## config.mk

```make
export PLATFORM = sky130hd
export DESIGN_NAME = pio_three_port
export DESIGN_NICKNAME = d
export VERILOG_FILES = /design/src/rtl/pio_pkg.sv /design/src/rtl/pio_bus_dec.sv /design/src/rtl/pio_ctrl_reg.sv /design/src/rtl/pio_port_slice.sv /design/src/rtl/pio_three_port.sv
export SDC_FILE = /design/constraint.sdc
export NUM_CORES = 1
export LEC_CHECK = 0
export BUFFER_PORTS_ARGS = -buffer_cell sky130_fd_sc_hd__buf_2
export CORE_MARGIN = 4
export CORE_UTILIZATION = 40
export CTS_BUF_LIST = sky130_fd_sc_hd__clkbuf_16
export DETAILED_ROUTE_END_ITERATION = 7
export PLACE_DENSITY = 0.71
export SETUP_SLACK_MARGIN = 0.4
export SYNTH_ARGS = -nofsm -noshare
export SYNTH_HDL_FRONTEND = slang
export SYNTH_SLANG_ARGS = --single-unit
export TNS_END_PERCENT = 30
```

## constraint.sdc

```tcl
create_clock -name clk_i -period 2 [get_ports clk_i]
set_clock_uncertainty 0.15 [all_clocks]
set_input_delay 0.4 -clock clk_i [delete_from_list [all_inputs] [get_ports clk_i]]
set_output_delay 0.4 -clock clk_i [all_outputs]
set_load 0.01 [all_outputs]
```

## src/rtl/pio_pkg.sv

```systemverilog
package pio_pkg;
  localparam int unsigned DW = 8;
  localparam int unsigned NW = DW / 2;
  localparam logic [DW-1:0] CTRL_RST = 8'h9B;
  localparam int unsigned MODE_FLAG_BIT = 7;
  localparam int unsigned DIR_A_BIT  = 4;
  localparam int unsigned DIR_CH_BIT = 3;
  localparam int unsigned DIR_B_BIT  = 1;
  localparam int unsigned DIR_CL_BIT = 0;
  typedef enum logic [1:0] {
    SEL_A = 2'd0, SEL_B = 2'd1, SEL_C = 2'd2, SEL_CTRL = 2'd3
  } sel_e;
endpackage

```

## src/rtl/pio_bus_dec.sv

```systemverilog
module pio_bus_dec (
  input  logic       clk_i,
  input  logic       rst_ni,
  input  logic       cs_ni,
  input  logic       rd_ni,
  input  logic       wr_ni,
  input  logic [1:0] addr_i,
  output logic [3:0] wr_sel_o,
  output logic       rd_act_o
);
  import pio_pkg::*;
  logic wr_act;
  assign wr_act   = !cs_ni && !wr_ni && rd_ni;
  assign rd_act_o = !cs_ni && !rd_ni && wr_ni;

  always_comb begin
    wr_sel_o = '0;
    if (wr_act) wr_sel_o[addr_i] = 1'b1;
  end


  wr_sel_onehot_chk: assert property (@(posedge clk_i) disable iff (!rst_ni)
    $onehot0(wr_sel_o));

  rd_wr_excl_chk: assert property (@(posedge clk_i) disable iff (!rst_ni)
    rd_act_o |-> (wr_sel_o == '0));
endmodule

```

## src/rtl/pio_ctrl_reg.sv

```systemverilog
module pio_ctrl_reg
  import pio_pkg::*;
(
  input  logic          clk_i,
  input  logic          rst_ni,
  input  logic          wr_i,
  input  logic [DW-1:0] wdata_i,
  output logic [DW-1:0] ctrl_o,
  output logic          mode_wr_o,
  output logic [3:0]    dir_in_o
);
  logic [DW-1:0] ctrl_q;
  assign mode_wr_o = wr_i && wdata_i[MODE_FLAG_BIT];

  always_ff @(posedge clk_i or negedge rst_ni) begin
    if (!rst_ni)        ctrl_q <= CTRL_RST;
    else if (mode_wr_o) ctrl_q <= wdata_i;
  end

  assign ctrl_o   = ctrl_q | (DW'(1) << MODE_FLAG_BIT);
  // order: A, B, C-high, C-low
  assign dir_in_o = {ctrl_q[DIR_A_BIT], ctrl_q[DIR_B_BIT],
                     ctrl_q[DIR_CH_BIT], ctrl_q[DIR_CL_BIT]};


  ctrl_hold_chk: assert property (@(posedge clk_i) disable iff (!rst_ni)
    (wr_i && !wdata_i[MODE_FLAG_BIT]) |=> $stable(ctrl_q));
endmodule

```

## src/rtl/pio_port_slice.sv

```systemverilog
module pio_port_slice #(
  parameter int unsigned W = 8
) (
  input  logic         clk_i,
  input  logic         rst_ni,
  input  logic         wr_i,
  input  logic         clr_i,
  input  logic [W-1:0] wdata_i,
  input  logic         dir_in_i,
  input  logic [W-1:0] pin_i,
  output logic [W-1:0] pin_o,
  output logic [W-1:0] pin_oe_o,
  output logic [W-1:0] rdata_o
);
  logic [W-1:0] latch_q;

  always_ff @(posedge clk_i or negedge rst_ni) begin
    if (!rst_ni)     latch_q <= '0;
    else if (clr_i)  latch_q <= '0;
    else if (wr_i)   latch_q <= wdata_i;
  end

  assign pin_o    = latch_q;
  assign pin_oe_o = {W{!dir_in_i}};
  assign rdata_o  = dir_in_i ? pin_i : latch_q;


  clr_zero_chk: assert property (@(posedge clk_i) disable iff (!rst_ni)
    clr_i |=> (pin_o == '0));

  latch_hold_chk: assert property (@(posedge clk_i) disable iff (!rst_ni)
    (!wr_i && !clr_i) |=> $stable(pin_o));
endmodule

```

## src/rtl/pio_three_port.sv

```systemverilog
module pio_three_port
  import pio_pkg::*;
(
  input  logic          clk_i,
  input  logic          rst_ni,
  input  logic          cs_ni,
  input  logic          rd_ni,
  input  logic          wr_ni,
  input  logic [1:0]    addr_i,
  input  logic [DW-1:0] data_i,
  output logic [DW-1:0] data_o,
  output logic          data_oe_o,
  input  logic [DW-1:0] pa_i,
  output logic [DW-1:0] pa_o,
  output logic [DW-1:0] pa_oe_o,
  input  logic [DW-1:0] pb_i,
  output logic [DW-1:0] pb_o,
  output logic [DW-1:0] pb_oe_o,
  input  logic [DW-1:0] pc_i,
  output logic [DW-1:0] pc_o,
  output logic [DW-1:0] pc_oe_o
);
  logic [3:0]    wr_sel;
  logic          rd_act;
  logic [DW-1:0] ctrl;
  logic          mode_wr;
  logic [3:0]    dir_in;
  logic [DW-1:0] rd_a, rd_b, rd_c;

  pio_bus_dec u_dec (
    .clk_i, .rst_ni, .cs_ni, .rd_ni, .wr_ni, .addr_i,
    .wr_sel_o(wr_sel), .rd_act_o(rd_act)
  );

  pio_ctrl_reg u_ctrl (
    .clk_i, .rst_ni, .wr_i(wr_sel[SEL_CTRL]), .wdata_i(data_i),
    .ctrl_o(ctrl), .mode_wr_o(mode_wr), .dir_in_o(dir_in)
  );

  pio_port_slice #(.W(DW)) u_pa (
    .clk_i, .rst_ni, .wr_i(wr_sel[SEL_A]), .clr_i(mode_wr), .wdata_i(data_i),
    .dir_in_i(dir_in[3]), .pin_i(pa_i), .pin_o(pa_o), .pin_oe_o(pa_oe_o),
    .rdata_o(rd_a)
  );

  pio_port_slice #(.W(DW)) u_pb (
    .clk_i, .rst_ni, .wr_i(wr_sel[SEL_B]), .clr_i(mode_wr), .wdata_i(data_i),
    .dir_in_i(dir_in[2]), .pin_i(pb_i), .pin_o(pb_o), .pin_oe_o(pb_oe_o),
    .rdata_o(rd_b)
  );

  // port C halves: g=1 upper (dir_in[1]), g=0 lower (dir_in[0])
  for (genvar g = 0; g < 2; g++) begin : g_pc
    pio_port_slice #(.W(NW)) u_half (
      .clk_i, .rst_ni, .wr_i(wr_sel[SEL_C]), .clr_i(mode_wr),
      .wdata_i(data_i[g*NW +: NW]), .dir_in_i(dir_in[g]),
      .pin_i(pc_i[g*NW +: NW]), .pin_o(pc_o[g*NW +: NW]),
      .pin_oe_o(pc_oe_o[g*NW +: NW]), .rdata_o(rd_c[g*NW +: NW])
    );
  end

  always_comb begin
    unique case (sel_e'(addr_i))
      SEL_A:   data_o = rd_a;
      SEL_B:   data_o = rd_b;
      SEL_C:   data_o = rd_c;
      default: data_o = ctrl;
    endcase
  end
  assign data_oe_o = rd_act;


  bus_release_chk: assert property (@(posedge clk_i) disable iff (!rst_ni)
    (cs_ni || rd_ni) |-> !data_oe_o);

  ctrl_msb_chk: assert property (@(posedge clk_i) disable iff (!rst_ni)
    (data_oe_o && addr_i == 2'd3) |-> data_o[MODE_FLAG_BIT]);

  dir_a_chk: assert property (@(posedge clk_i) disable iff (!rst_ni)
    mode_wr |=> (pa_oe_o == {DW{!$past(data_i[DIR_A_BIT])}}));

  dir_cl_chk: assert property (@(posedge clk_i) disable iff (!rst_ni)
    mode_wr |=> (pc_oe_o[NW-1:0] == {NW{!$past(data_i[DIR_CL_BIT])}}));
endmodule

```

# After elaboration in Yosys (flattened, before gate mapping)

Index checks and enable logic that the tools add are counted.

Word-level logic and storage cells: 42
Register bits after elaboration: 31

Reductions and logical operators: 17
Eq/ne operators: 2
Muxes and demuxes: 16
$lt $le $gt $ge: 2

Operator list:

| kind                                                                                | count |
|---|---|
| 8-bit 2-to-1 mux                                                                    | 6 |
| 4-bit 2-to-1 mux                                                                    | 7 |
| 8-bit case mux with 3 select lines                                                  | 1 |
| 1-bit logical NOT                                                                   | 7 |
| 1-bit logical AND                                                                   | 6 |
| 2-bit nonzero test                                                                  | 3 |
| 2-bit by 3-bit < comparator with 1-bit output, second input constant                | 1 |
| 1-bit demux with 2-bit select                                                       | 1 |
| 2-bit by 1-bit == test with 1-bit output, second input constant                     | 1 |
| 2-bit == test, second input constant                                                | 1 |
| 2-bit by 1-bit greater-or-equal comparator with 1-bit output, second input constant | 1 |
| 2-bit logical NOT                                                                   | 1 |
| 1-bit 2-to-1 mux                                                                    | 1 |

# Depth between registers and ports, before layout

Gate-level depths: netlist of the first run.

Word-level depth: 7
Gate-level depth with buffers: 5
Depth with buffers taken out: 3

# By module

A second synthesis of the first run with hierarchy kept.

Cells, all modules: 166
Area total of the unflattened synthesis: 2050.7 µm²

By module, submodules not included:

| module                               | times used | cells each | area each (µm²) |
|---|---|---|---|
| pio_port_slice at u_pa ...           | 2          | 43         | 513.0 |
| pio_port_slice at g_pc[0].u_half ... | 2          | 21         | 231.5 |
| pio_ctrl_reg                         | 1          | 22         | 310.3 |
| pio_three_port                       | 1          | 10         | 196.4 |
| pio_bus_dec                          | 1          | 6          | 55.1 |

# Worst setup path before layout of the first run

Ideal clock, no wire load.

Path kind: input -> output
Start point: in addr_i[0]
End point: out data_o[2]
Setup slack: 135 ps
Data arrival time: 1315 ps
Stages: 5
Buffers on the path: 2
Cells stage by stage: buf_2 > or2_2 > buf_2 > o22ai_1 > a21o_1

Cells in the longest elaborated chain, start to end: 2
Elaborated cells between the ends (all ways): 4
Those cells by class: eq/ne: 2; mux: 1; reduce/logical: 1

Ends and longest elaborated chain:

| item                                   | line                 | RTL |
|---|---|---|
| start: declaration                     | pio_three_port.sv:9  | `input logic [1:0] addr_i,` |
| 2-bit == test (tied with other cells)  | pio_three_port.sv:63 | `unique case (sel_e'(addr_i))` |
| 8-bit case mux with 3 select lines (*) | pio_three_port.sv:63 |  |
| end: declaration                       | pio_three_port.sv:11 | `output logic [DW-1:0] data_o,` |

Every way passes the cells marked *; elsewhere a longest branch is shown, timed or not.

# Final worst setup path of the first run

Start point: reg u_ctrl.ctrl_q[4]
End point: out data_o[0]

Cells in the longest elaborated chain, start to end: 2

Ends and longest elaborated chain:

| item                               | line                 | RTL |
|---|---|---|
| start: declaration                 | pio_ctrl_reg.sv:12   | `logic [DW-1:0] ctrl_q;` |
| start signal: assignment           | pio_ctrl_reg.sv:17   | `else if (mode_wr_o) ctrl_q <= wdata_i;` |
| 8-bit 2-to-1 mux                   | pio_port_slice.sv:25 | `assign rdata_o = dir_in_i ? pin_i : latch_q;` |
| 8-bit case mux with 3 select lines | pio_three_port.sv:63 |  |

Every way passes these cells.

==> impl_results.md, run 1 <==
- Drt total wl: 6280 um
- H-tree levels: 2
- Core Box Area: 4470 um2
- Tcrit/Tclk final: 1.12
- Mapped Cells: around 190
- Critical path endpoint category: output port
- Grt peak-use layer: met2
- Final instance area: 2810 um2
- Antenna violations before repair: 0
- Synth Area per Inst: 10.2 um2
- RSZ-0062 raised after global routing: true
- CTS tree: built
- Tot GR Track Use: 0.215
- Power per cell area: 915 nW/um2
- Switch share: 0.321
- WS Path Type: register to output port
- Post-layout min period: 2.24 ns
- P&R area growth vs syn: 48.0%
- Relative slew slack: 0.434
- Diode count: 0
- Top-area cell type share of the netlist area: 0.356
- Commonest non-fill, non-tap cell in the layout: buf_2
- Failing checks: negative setup slack
- Pins Over Slew Limit: 0
- Die extent in y: 76.9 um
- Nets: around 320
- Peak VDD IR: 0.000437 V
- Skew-Pair Late Insertion Delay: 0.27 ns
- Antenna-violating nets left: 0
- Vias: 1,852
- Main synth FF type: dfrtp_1
- Die width: roughly 77 um
- Final setup viols: 8
- Sequential share of the synthesized area: 0.411
- Vias in the first global route: 1,920
- DRT Pass-1 Iters: 4
- Worst-path clk slew: 0.05 ns
- Placer Congestion: between 0.8 and 0.9
- Yosys top cell by area: dfrtp_1
- Setup TNS: -1.67 ns
- Rows: 24
- Net switching power: 0.000825 W
- Final hold vios: 0
- P_int: 0.00175 W
- Number of warnings issued by yosys: 0
- Worst-Margin Slew: 0.845 ns
- Sequential Power Share: 0.335
- Static Leak: 1.41 nW
- Met2 usage: 0.359
- Clock power share: 0.272
- Netlist cell types: 31
- Die ar.: 5910 um2
- Hpwl dp: 4460 um
- Critical Path Source Type: register
- CTS Buf Count: 5
- Min Hold Slack: ~0.021 ns
- Critical path fanouts, max: 6
- Most frequent cells in the layout: buf_2, dfrtp_1, buf_6, a22o_1, mux2i_1
- Ys async rst share: 1.00
- Synth top area cells: dfrtp_1, mux2i_1, buf_4, a22o_1, dfstp_2
- CTS Buffer Depth: 2
- CTS root buffer: clkbuf_16
- WP data required: 1.45 ns
- Met3 track demand over resource: 0.0550
- Pre-CTS setup slack: about 0.029 ns
- Clock Sinks: 31
- Cell Area, Placed: 2380 um2
- Share of power burned in combinational logic: 0.393
- # port buffers: 95
- DRC viols: 0
- Syn nets: 226
- Met1 Use GR: 0.274
- Starting Density: 0.424
- EDFF count, synth: 0
- Worst Slack Setup Final: -0.245 ns
- Max cap viols: 0
- Synthesized cell area: roughly 1900 um2
- Largest net degree at the start of global routing: 32
- Flops & latches, synth: 31
- Drt wl/cell: 18.9 um
- Hold crit path type: input pin to asynchronous set/reset pin
- Status: complete, but fails checks
- Fmax: 0.445 GHz
- Via/cell ratio: 5.58
- First-pass GRT wire length: 10,000 um
- Share of layout cells above drive strength 1: 0.568
- 1st-iter DRT viols: 103
- Crit path arrival time: 1.69 ns
- Congestion Overflow GR: 0
- Hold Buf Count CTS: 0
- # IOs: 96
[through the flow]
stage | total power (W) | util | cells
2_1_floorplan | 0.00143 | - | 187
3_3_place_gp | 0.00163 | 0.531 | 313
3_5_place_dp | 0.00165 | 0.531 | 313
4_1_cts | 0.00248 | 0.598 | 328
5_1_grt | 0.00271 | 0.628 | 332
6_report | 0.00257 | 0.628 | 332
[state kept, by name (all words and copies together) (netlist names)]
| register | flops |
|---|---|
| u_pa.pin_o | 8 |
| u_pb.pin_o | 8 |
| g_pc.u_half.pin_o | 8 |
| u_ctrl.ctrl_q | 7 |
[layout make-up]
cell class | instances | area [um2]
Timing Repair Buffer | 118 | 813
Inverter | 6 | 31.3
Tap cell | 52 | 65.1
Clock buffer | 5 | 125
Clock inverter | 3 | 11.3
Sequential cell | 31 | 781
Multi-Input combinational cell | 117 | 985
Fill cell | 369 | 1660
[routing by layer]
layer | wire (um) | share of wire | vias to the layer above
met2 | 3170 | 0.51 | 90
met1 | 2510 | 0.40 | 892
met3 | 491 | 0.078 | 10
met4 | 110 | 0.018 | 0
li1 | - | - | 860
met5 | 0 | 0 | -
[cells in the mapped netlist, types with 5 or more instances]
| cell | n |
|---|---|
| a21o_1 | 5 |
| a22o_1 | 16 |
| buf_2 | 7 |
| buf_4 | 21 |
| dfrtp_1 | 27 |
| inv_1 | 6 |
| mux2_1 | 6 |
| mux2_2 | 7 |
| mux2i_1 | 16 |
| nand2_1 | 6 |
| nor2_1 | 9 |
| nor3_1 | 7 |
| o21ai_0 | 10 |
| o22ai_1 | 9 |
[power by group through the flow]
stage	registers [W]	clock network [W]	logic (W)
after floorplan	0.000851	0	0.000577
after global placement	0.000877	0	0.000756
after detailed placement	0.000883	0	0.000768
after CTS	0.000856	0.000714	0.000909
after global routing	0.000877	0.000745	0.00109
final	0.000861	0.000700	0.00101
[timing repair]
action,4_1_cts,5_1_grt
buffers inserted,7,4
pin swaps,13,21
resized for setup,19,27
gates cloned,0,0
endpoints found under the setup margin,50,50
[cell families after synthesis]
family,synth area share
buffers and inverters,0.125
muxes,0.161
AOI/OAI and AO/OA,0.198
DFF,0.411
and+or+nand+nor,0.105
[worst paths after layout]
path	from	end	slack [ns]	cells after the start
max in group asynchronous	rst_ni	g_pc[0].u_half.pin_o[0]	1.22	1
worst max register to register	u_ctrl.ctrl_q[4]	u_ctrl.ctrl_q[4]	0.80	3
worst max-delay path	u_ctrl.ctrl_q[4]	data_o[0]	-0.24	5
min in group clk_i	data_i[5]	u_pb.pin_o[5]	0.26	2
worst min register to register	u_ctrl.ctrl_q[5]	u_ctrl.ctrl_q[5]	0.37	1
worst min-delay path	rst_ni	u_pb.pin_o[1]	0.02	1
[critical path, stage by stage (launching register included)]
cell     delay, ns
dfstp_2       0.64
buf_6         0.13
mux2_4        0.30
o22ai_4       0.16
a21oi_2       0.05
buf_2         0.14
Note: power is estimated with default switching activity, not from simulation.
==> run 2, diff against run 1 <==
--- a/config.mk
+++ b/config.mk
@@ -10,7 +10,7 @@
 export CORE_UTILIZATION = 40
 export CTS_BUF_LIST = sky130_fd_sc_hd__clkbuf_16
 export DETAILED_ROUTE_END_ITERATION = 7
-export PLACE_DENSITY = 0.71
+export PLACE_DENSITY = 0.73
 export SETUP_SLACK_MARGIN = 0.4
 export SYNTH_ARGS = -nofsm -noshare
 export SYNTH_HDL_FRONTEND = slang
==> constraint.sdc (replaced) <==
create_clock -name clk_i -period 1.9 [get_ports clk_i]
set_clock_uncertainty 0.15 [all_clocks]
set_input_delay 0.38 -clock clk_i [delete_from_list [all_inputs] [get_ports clk_i]]
set_output_delay 0.38 -clock clk_i [all_outputs]
set_load 0.01 [all_outputs]
==> run 2 against run 1 <==
Compared with the run above: the flow finishes with violations (negative hold slack, negative setup slack); global-route usage fell by 1.2 points; wire length fell by 3.8%; setup slack got worse by 0.025 ns; die area did not move; final area rose by 2.9%; critical path depth did not move; via count rose by 0.59%; combinational power rose by 9.9%.
==> impl_results.md, run 2 (synthesized netlist as in run 1, its figures left out) <==
- Rows: 24
- Min Hold Slack: -0.00735 ns
- RSZ-0062 raised after global routing: true
- CTS tree: built
- Clock power share: 0.270
- Final setup viols: 16
- CTS Buffer Depth: 2
- Critical Path Source Type: register
- Static Leak: approximately 1.5 nW
- # IOs: 96
- Placer Congestion: between 0.8 and 0.9
- Tot GR Track Use: 0.204
- Tcrit/Tclk final: 1.14
- Failing checks: negative hold slack, negative setup slack
- Worst-path clk slew: 0.05 ns
- Max cap viols: 0
- Die width: 76.9 um
- P_int: around 0.0019 W
- Largest net degree at the start of global routing: 32
- Power per cell area: between 900 and 1000 nW/um2
- Antenna-violating nets left: 0
- Critical path endpoint category: output port
- Pre-CTS setup slack: 0.0187 ns
- H-tree levels: 2
- Pins Over Slew Limit: 0
- Antenna violations before repair: 0
- Cell Area, Placed: 2480 um2
- Nets: 324
- Setup TNS: -1.92 ns
- Final hold vios: 13
- Drt total wl: about 6000 um
- Congestion Overflow GR: 0
- CTS Buf Count: 5
- P&R area growth vs syn: 52.3%
- WP data required: 1.37 ns
- # port buffers: 95
- Critical path fanouts, max: 4
- Switch share: 0.315
- Final instance area: 2890 um2
- Status: complete, but fails checks
- Die ar.: 5910 um2
- Worst-Margin Slew: 0.683 ns
- Commonest non-fill, non-tap cell in the layout: buf_2
- Vias in the first global route: 1,847
- Fmax: 0.461 GHz
- Share of layout cells above drive strength 1: 0.577
- Starting Density: 0.424
- Crit path arrival time: 1.64 ns
- CTS root buffer: clkbuf_16
- Diode count: 0
- Share of power burned in combinational logic: 0.406
- 1st-iter DRT viols: 111
- Most frequent cells in the layout: buf_2, dfrtp_1, buf_6, buf_4, a22o_1
- Post-layout min period: roughly 2.2 ns
- Relative slew slack: 0.544
- Hpwl dp: roughly 4300 um
- Placed insts: 322
- DRC viols: 0
- Core Box Area: 4470 um2
- Via/cell ratio: between 5 and 6
- Vias: 1,863
- First-pass GRT wire length: about 9400 um
- Peak VDD IR: between 0.0004 and 0.0005 V
- Skew-Pair Late Insertion Delay: around 0.27 ns
- Hold crit path type: input pin to asynchronous set/reset pin
- Total chip power: 0.00274 W
- DRT Pass-1 Iters: 4
- WS Path Type: register to output port
- Die extent in y: between 70 and 80 um
- Worst Slack Setup Final: -0.270 ns
- Fin cells: 338
- Drt wl/cell: around 18 um
- Clock Sinks: 31
- Net switching power: 0.000862 W
- Sequential Power Share: 0.324
## run 2: cell count changes in the layout (fill, tap and decap cells not counted), sizes merged
cell,change
clkinv,-2
clkinvlp,-1
buf,+6
inv,+3
## run 2: layout make-up
class | instances | area (um2)
Clock inverter | 3 | 11.3
Tap cell | 52 | 65.1
Sequential cell | 31 | 781
Fill cell | 373 | 1580
Clock buffer | 5 | 125
Multi-Input combinational cell | 117 | 983
Inverter | 6 | 42.5
Timing Repair Buffer | 124 | 885
## run 2: stage by stage
step           hold slack, ns  utilization
3_3_place_gp            0.312        0.553
6_report             -0.00735        0.647
3_5_place_dp            0.316        0.553
2_1_floorplan         -0.0656            -
5_1_grt                0.0478        0.647
4_1_cts                0.0159        0.625
## run 2: final timing paths
kind	startpoint	endpoint	slack (ns)	cells after the start
hold reg to reg	u_ctrl.ctrl_q[2]	u_ctrl.ctrl_q[2]	0.36	1
setup / recovery	u_ctrl.ctrl_q[4]	data_o[1]	-0.27	5
hold / removal	rst_ni	u_pb.pin_o[3]	-0.007	1
min in group clk_i	data_i[2]	u_pb.pin_o[2]	0.23	2
setup reg to reg	u_ctrl.ctrl_q[4]	u_ctrl.ctrl_q[4]	0.72	3
max in group asynchronous	rst_ni	u_pa.pin_o[3]	1.17	1
## run 2: repair_timing
item | in CTS | in global routing
hold buffers | 0 | 0
endpoints found under the setup margin | 37 | 47
endpoints found under the hold margin | 0 | 0
pin swaps | 9 | 4
resized for setup | 33 | 18
setup buffers | 6 | 2
## run 2: metal layers
metal | up-vias | global-route usage | wire length [um]
met1 | 920 | 0.246 | 2490
li1 | 864 | - | -
met5 | - | 0 | 0
met3 | 4 | 0.0422 | 398
met4 | 0 | 0.0489 | 36
met2 | 75 | 0.368 | 3110
## run 2: critical path, stage by stage, from the launching register on
cell	delay, ns
dfstp_2	0.60
buf_12	0.13
mux2_4	0.29
o22ai_2	0.14
a31oi_1	0.05
buf_2	0.14
## run 2: power by group through the flow
| stage | Clock (W) | Combinational [W] | Sequential (W) |
|---|---|---|---|
| after floorplan | 0 | 0.000609 | 0.000895 |
| after global placement | 0 | 0.000868 | 0.000901 |
| after detailed placement | 0 | 0.000878 | 0.000902 |
| after CTS | 0.000748 | 0.00104 | 0.000887 |
| after global routing | 0.000776 | 0.00119 | 0.000903 |
| final | 0.000738 | 0.00111 | 0.000888 |
